==> config.mk <==
export PLATFORM = sky130hd
export DESIGN_NAME = spi_reg_port
export DESIGN_NICKNAME = d
export VERILOG_FILES = /design/src/rtl/spi_reg_pkg.sv /design/src/rtl/spi_edge_sync.sv /design/src/rtl/spi_frame_ctrl.sv /design/src/rtl/spi_reg_bank.sv /design/src/rtl/spi_reg_port.sv
export SDC_FILE = /design/constraint.sdc
export NUM_CORES = 1
export LEC_CHECK = 0
export ABC_AREA = 1
export BUFFER_PORTS_ARGS = -buffer_cell sky130_fd_sc_hd__buf_2
export CORE_MARGIN = 5
export CORE_UTILIZATION = 61
export DETAILED_ROUTE_END_ITERATION = 12
export PLACE_DENSITY = 0.91
export SETUP_SLACK_MARGIN = 0.4
export SYNTH_ARGS = -nofsm -noshare
export SYNTH_HDL_FRONTEND = slang
export SYNTH_HIERARCHICAL = 1
export SYNTH_SLANG_ARGS = --single-unit
==> constraint.sdc <==
create_clock -name clk -period 5.3 [get_ports clk]
set_clock_uncertainty 0.15 [all_clocks]
set_input_delay 0.265 -clock clk [delete_from_list [all_inputs] [get_ports clk]]
set_output_delay 0.265 -clock clk [all_outputs]
set_load 0.05 [all_outputs]
==> src/rtl/spi_reg_pkg.sv <==
package spi_reg_pkg;

    // Decoded instruction byte; the layout is the same in both bit orders
    // because the shifter places the first received bit accordingly.
    typedef struct packed {
        logic       rd;
        logic [1:0] len;
        logic [4:0] addr;
    } hdr_t;

    localparam int unsigned BITS_PER_BYTE = 8;
    localparam int unsigned FRAME_BITS    = 2 * BITS_PER_BYTE;
    localparam int unsigned CNT_W         = $clog2(FRAME_BITS + 1);

    localparam int unsigned CTRL_ORDER_BIT = 7;
    localparam int unsigned CTRL_WIRE_BIT  = 6;

    // Shift one received bit into a byte assembler.
    function automatic logic [7:0] shift_in(input logic [7:0] cur,
                                            input logic       b,
                                            input logic       lsb_first);
        return lsb_first ? {b, cur[7:1]} : {cur[6:0], b};
    endfunction

    // Index of the data bit to send at output slot j.
    function automatic logic [2:0] out_idx(input logic       lsb_first,
                                           input logic [2:0] j);
        return lsb_first ? j : ~j;
    endfunction

endpackage

==> src/rtl/spi_edge_sync.sv <==
module spi_edge_sync #(
    parameter int unsigned STAGES = 2
) (
    input  logic clk,
    input  logic rst,
    input  logic cs_n,
    input  logic sclk,
    input  logic sdio_i,
    output logic cs_q,
    output logic rise,
    output logic fall,
    output logic din
);
    localparam int unsigned TOP = STAGES - 1;

    logic [TOP:0] cs_p, ck_p, d_p;
    logic         ck_last;

    always_ff @(posedge clk) begin
        if (rst) begin
            cs_p    <= '1;
            ck_p    <= '0;
            d_p     <= '0;
            ck_last <= 1'b0;
        end else begin
            cs_p    <= {cs_p[TOP-1:0], cs_n};
            ck_p    <= {ck_p[TOP-1:0], sclk};
            d_p     <= {d_p[TOP-1:0], sdio_i};
            ck_last <= ck_p[TOP];
        end
    end

    assign cs_q = cs_p[TOP];
    assign din  = d_p[TOP];
    assign rise = ck_p[TOP] & ~ck_last;
    assign fall = ~ck_p[TOP] & ck_last;

endmodule

==> src/rtl/spi_frame_ctrl.sv <==
module spi_frame_ctrl
    import spi_reg_pkg::*;
(
    input  logic       clk,
    input  logic       rst,
    input  logic       cs_q,
    input  logic       rise,
    input  logic       fall,
    input  logic       din,
    input  logic       cfg_lsb,
    input  logic       cfg_4w,
    input  logic [7:0] rd_byte,
    output logic [4:0] acc_addr,
    output logic       wr_en,
    output logic [7:0] wr_data,
    output logic       sdio_o,
    output logic       sdio_oe,
    output logic       sdo_o,
    output logic       sdo_oe
);
    localparam logic [CNT_W-1:0] LAST_HDR  = CNT_W'(BITS_PER_BYTE - 1);
    localparam logic [CNT_W-1:0] DATA_FST  = CNT_W'(BITS_PER_BYTE);
    localparam logic [CNT_W-1:0] LAST_DATA = CNT_W'(FRAME_BITS - 1);
    localparam logic [CNT_W-1:0] DONE      = CNT_W'(FRAME_BITS);

    logic [CNT_W-1:0] cnt;
    logic [7:0]       sh, sh_next;
    hdr_t             hdr;
    logic             xfer_lsb, xfer_4w;
    logic             rd_active, out_bit;
    logic             in_data;

    assign sh_next = shift_in(sh, din, xfer_lsb);
    assign in_data = (cnt >= DATA_FST) && (cnt <= LAST_DATA);

    always_ff @(posedge clk) begin
        if (rst) begin
            cnt       <= '0;
            sh        <= '0;
            hdr       <= '0;
            xfer_lsb  <= 1'b0;
            xfer_4w   <= 1'b0;
            rd_active <= 1'b0;
            out_bit   <= 1'b0;
        end else if (cs_q) begin
            cnt       <= '0;
            sh        <= '0;
            rd_active <= 1'b0;
            out_bit   <= 1'b0;
            xfer_lsb  <= cfg_lsb;
            xfer_4w   <= cfg_4w;
        end else begin
            if (rise && cnt != DONE) begin
                cnt <= cnt + 1'b1;
                sh  <= sh_next;
                if (cnt == LAST_HDR)
                    hdr <= hdr_t'(sh_next);
            end
            if (fall && hdr.rd && in_data) begin
                rd_active <= 1'b1;
                out_bit   <= rd_byte[out_idx(xfer_lsb, cnt[2:0])];
            end
        end
    end

    assign acc_addr = hdr.addr;
    assign wr_en    = rise && !cs_q && (cnt == LAST_DATA) && !hdr.rd;
    assign wr_data  = sh_next;

    assign sdio_oe = rd_active & ~xfer_4w;
    assign sdo_oe  = rd_active &  xfer_4w;
    assign sdio_o  = sdio_oe & out_bit;
    assign sdo_o   = sdo_oe  & out_bit;


    abort_clears_chk: assert property (@(posedge clk) disable iff (rst)
        cs_q |=> (cnt == '0) && !rd_active);


    mode_hold_chk: assert property (@(posedge clk) disable iff (rst)
        (!cs_q && $past(!cs_q)) |-> ($stable(xfer_lsb) && $stable(xfer_4w)));


    read_phase_chk: assert property (@(posedge clk) disable iff (rst)
        rd_active |-> (hdr.rd && cnt >= DATA_FST));


    write_at_end_chk: assert property (@(posedge clk) disable iff (rst)
        wr_en |=> (cnt == DONE));

endmodule

==> src/rtl/spi_reg_bank.sv <==
module spi_reg_bank
    import spi_reg_pkg::*;
#(
    parameter int unsigned NREG = 8
) (
    input  logic            clk,
    input  logic            rst,
    input  logic [4:0]      addr,
    input  logic            wr_en,
    input  logic [7:0]      wr_data,
    output logic [7:0]      rd_byte,
    output logic            cfg_lsb,
    output logic            cfg_4w,
    output logic [NREG*8-1:0] regs_flat
);
    logic [7:0] regs [NREG];

    for (genvar g = 0; g < NREG; g++) begin : g_reg
        always_ff @(posedge clk) begin
            if (rst)
                regs[g] <= '0;
            else if (wr_en && addr == 5'(g))
                regs[g] <= wr_data;
        end
        assign regs_flat[g*8 +: 8] = regs[g];
    end

    always_comb begin
        rd_byte = '0;
        for (int i = 0; i < NREG; i++)
            if (addr == 5'(i))
                rd_byte = regs[i];
    end

    assign cfg_lsb = regs[0][CTRL_ORDER_BIT];
    assign cfg_4w  = regs[0][CTRL_WIRE_BIT];


    bank_store_chk: assert property (@(posedge clk) disable iff (rst)
        (wr_en && addr == 5'd1) |=> (regs[1] == $past(wr_data)));

endmodule

==> src/rtl/spi_reg_port.sv <==
module spi_reg_port #(
    parameter int unsigned NREG        = 8,
    parameter int unsigned SYNC_STAGES = 2
) (
    input  logic              clk,
    input  logic              rst,
    input  logic              cs_n,
    input  logic              sclk,
    input  logic              sdio_i,
    output logic              sdio_o,
    output logic              sdio_oe,
    output logic              sdo_o,
    output logic              sdo_oe,
    output logic [NREG*8-1:0] regs_o
);
    logic       cs_q, rise, fall, din;
    logic       cfg_lsb, cfg_4w, wr_en;
    logic [4:0] acc_addr;
    logic [7:0] wr_data, rd_byte;

    spi_edge_sync #(.STAGES(SYNC_STAGES)) u_sync (
        .clk(clk), .rst(rst), .cs_n(cs_n), .sclk(sclk), .sdio_i(sdio_i),
        .cs_q(cs_q), .rise(rise), .fall(fall), .din(din)
    );

    spi_frame_ctrl u_frame (
        .clk(clk), .rst(rst), .cs_q(cs_q), .rise(rise), .fall(fall),
        .din(din), .cfg_lsb(cfg_lsb), .cfg_4w(cfg_4w), .rd_byte(rd_byte),
        .acc_addr(acc_addr), .wr_en(wr_en), .wr_data(wr_data),
        .sdio_o(sdio_o), .sdio_oe(sdio_oe), .sdo_o(sdo_o), .sdo_oe(sdo_oe)
    );

    spi_reg_bank #(.NREG(NREG)) u_bank (
        .clk(clk), .rst(rst), .addr(acc_addr), .wr_en(wr_en),
        .wr_data(wr_data), .rd_byte(rd_byte), .cfg_lsb(cfg_lsb),
        .cfg_4w(cfg_4w), .regs_flat(regs_o)
    );


    one_driver_chk: assert property (@(posedge clk) disable iff (rst)
        !(sdio_oe && sdo_oe));

endmodule

==> results by group <==
Die
  • Starting Density: 62.8%
  • Die Y: 96.4 um
  • Num rows: 31
  • DIE WIDTH: 96.4 um
  • Die area: 9300 sq um
  • Top-Level Pins: 73
  • Core Footprint: 7250 sq um

Final layout
  • Design area: 5130 sq um
  • Ratio of cells with drive above 1 in the final layout: 20.8%
  • Antenna Diode Count: 0
  • Layout area overhead: 12.5%
  • # nets final: 574
  • Fill cells: 523

Pwr
  • Peak VDD IR: 0.000160 V
  • Pwr dens: 286 nW/um^2
  • Leak pwr: 2.04 nW

Clock network
  • Clock Root Buffer: clkbuf_8
  • Worst-path clk slew: 0.09 ns
  • Clock sinks: 94
  • Worst-Skew Late Latency: 0.36 ns
  • Max H-tree Level: 3
  • Clk buf depth: 2
  • CTS Buf Count: 9
  • CTS tree: yes

Critical path
  • Worst reg-to-reg setup slack: 1.73 ns
  • Capturing point of the worst reg2reg path: u_bank/regs[0][29]
  • Crit path cell chain: ha_1, inv_1, nor3_1, ha_1, nand2_1, nor3_2, inv_1, o21ai_0
  • CP max FO: 13
  • Worst r2r path cells: 8
  • Crit path kind: reg -> reg
  • Critical path capture point type: flip-flop
  • Crit path largest cell delay: 0.93 ns
  • CP Capture Point: u_bank/regs[0][29]
  • Worst Setup SP: u_frame/cnt[0]
  • Critical-path top delay cell: o21ai_0
  • Type of origin of the critical path: flip-flop
  • Critical Path AT: 3.41 ns
  • CP required: 5.14 ns
  • R2R Path Start: u_frame/cnt[0]

Yosys
  • Synthesized cell area: 4560 sq um
  • Sequential share of the synthesized area: 55.3%
  • Syn avg cell area: 9.13 sq um
  • Yosys reg bits: 94
  • Syn Nets: 507
  • Synth cell types: 36
  • Post-Syn Instances: 499
  • Yosys warns: 6

Global route
  • Initial antenna violation count: 0
  • Largest net degree at the start of global routing: 26
  • Total gr overflow: 0
  • Vias in the first global route: 3641
  • GRT Util Overall: 26.2%
  • First-pass GRT wire length: 18.0 mm

Route
  • Drt initial violations: 422
  • Vias/cell: 5.75
  • Via count: 3851
  • Per-cell routed wire length: 17.1 um
  • ANT nets after route: 0
  • Final wirelength: 11.5 mm
  • Drt pass-1 iters: 5
  • Remaining DRCs: 0

Timing
  • Fin crit period: 3.57 ns
  • Slew Viols, Final: 0
  • Fin crit share: 67.4%
  • Unrepaired setup endpoints after global routing: no
  • Final TNS setup: 0 ns
  • Min Hold Slack: 0.0447 ns
  • Final setup violation count: 0
  • Max-slew headroom: 25.5%
  • Actual slew at the worst max-slew pin: 1.11 ns
  • Final Hold Violating Endpoints: 0
  • Max Clock Freq: 280 MHz

Flow run
  • Max Cap Violations: 0

Placed design
  • Port-buffer cells: 72
  • Final HPWL from detailed placement: 8.17 mm
  • GPL Wtd Cong: 0.872
  • Placement-stage cell area: 4920 sq um

Worst hold path
  • Worst Hold Class: in -> reg

Status
  • Status: finished, final reports clean
==> state kept, by name, summed over array words and instances (netlist names), 2 cells and up <==
| name | cells |
|---|---|
| u_bank/regs | 64 |
| u_frame/acc_addr | 5 |
| u_sync/ck_p | 2 |
| u_frame/cnt | 5 |
| u_sync/d_p | 2 |
| u_frame/sh | 8 |
| u_sync/cs_p | 2 |
==> metal layers <==
layer  wire length (um)  GRT usage, %
met5                  0             0
met4                344          11.9
met3                950          3.95
met2               5750          45.4
met1               4430          32.3
==> logic make-up after synthesis <==
logic type	after synthesis	share of synthesized area (%)
adder cells (fa/ha/maj)	3	0.824
AND/OR/NAND/NOR	257	28.0
flip-flops	94	55.3
AO/OA/AOI/OAI	58	7.03
buffers and inverters	86	8.59
XOR/XNOR	1	0.192
==> worst min-delay path by stage <==
stage,startpoint,to,cells after the start
global route,rst,u_sync/ck_last,2
CTS,rst,u_sync/ck_p[1],2
finish,rst,u_sync/ck_p[1],2
detailed placement,u_sync/d_p[0],u_sync/d_p[1],2
floorplan,rst,u_sync/ck_p[0],1
global placement,u_sync/d_p[0],u_sync/d_p[1],2
==> power breakdown <==
| group | internal, W | switching, W | leakage (nW) | total [W] |
|---|---|---|---|---|
| Combinational | 0.0000333 | 0.000150 | 1.10 | 0.000184 |
| Clock | 0.000212 | 0.000239 | 0.0911 | 0.000451 |
| Sequential | 0.000810 | 0.0000211 | 0.851 | 0.000831 |
==> Yosys cell counts <==
library cell    n  area share, %
nor2_4          4           0.99
nand3_4         4            1.5
nor2_2          4           0.55
nor2_1        100            8.2
buf_2           5           0.55
a21oi_1        10            1.1
buf_6           3           0.74
nor3b_2         1           0.27
or2_1           1           0.14
nand3b_1        2           0.33
a31oi_1         3           0.41
o21ai_2         1           0.19
nand3_1        21            2.3
o21ai_1        11            1.2
clkbuf_2        1           0.11
buf_4           8            1.3
nand3_2         3           0.66
nor2_8          2           0.88
inv_1          60            4.9
nor3_1          5           0.55
inv_2           3           0.25
nand2_1        70            5.8
nor4_4          1           0.47
nand2_2         5           0.69
inv_4           3           0.41
o21bai_1        8            1.3
clkbuf_1        2           0.16
edfxtp_1       64             42
clkinv_2        1           0.11
or2_2           1           0.14
ha_1            3           0.82
o211ai_1        1           0.16
dfxtp_1        30             13
nand4_1        33            4.5
xor2_1          1           0.19
o21ai_0        24            2.6
==> timing repair <==
action	in CTS	in global routing
hold endpoints to repair	3	0
resized for setup	0	0
hold buffers	3	0
endpoints found under the setup margin	0	0
buffers inserted	0	0
==> cells in the final DEF, fill, tap and decap left out, types with 4 or more instances in the layout <==
master / count
o21bai_1: 8
inv_1: 60
nor2_4: 4
nand2_1: 70
o21ai_1: 11
o21ai_0: 24
nand2_2: 5
a21oi_1: 10
nor2_2: 4
edfxtp_1: 64
nor2_1: 100
clkbuf_8: 9
nor3_1: 4
nand4_1: 33
nand3_1: 21
dfxtp_1: 30
buf_2: 72
nand3_4: 4
==> final cells by class <==
cell class	instances	area [sq um]	area share (%)
tap	99	124	2.42
clock buffer	10	128	2.49
multi-input combinational	319	1650	32.2
sequential	94	2520	49.2
clock inverter	6	52.6	1.03
timing repair buffer	75	390	7.62
inverter	67	260	5.08
==> metrics by stage <==
| stage | power, W | utilization (%) | setup WS (ns) | std cells |
|---|---|---|---|---|
| 2_1_floorplan | 0.000981 | - | 2.55 | 499 |
| 6_report | 0.00147 | 70.7 | 1.73 | 670 |
| 3_3_place_gp | 0.00102 | 67.8 | 1.97 | 651 |
| 4_1_cts | 0.00147 | 70.7 | 1.74 | 670 |
| 3_5_place_dp | 0.00103 | 67.8 | 1.76 | 651 |
| 5_1_grt | 0.00151 | 70.7 | 1.40 | 670 |
==> worst max-delay path, delay by kind of cell, from the launching register on <==
family                   cells  cell delay, ns
AO/OA/AOI/OAI                1            0.93
adder cells (fa/ha/maj)      2            0.42
buffers and inverters        2            0.31
flip-flops                   1            0.41
AND/OR/NAND/NOR              3            0.99
(Power assumes the default switching activity.)
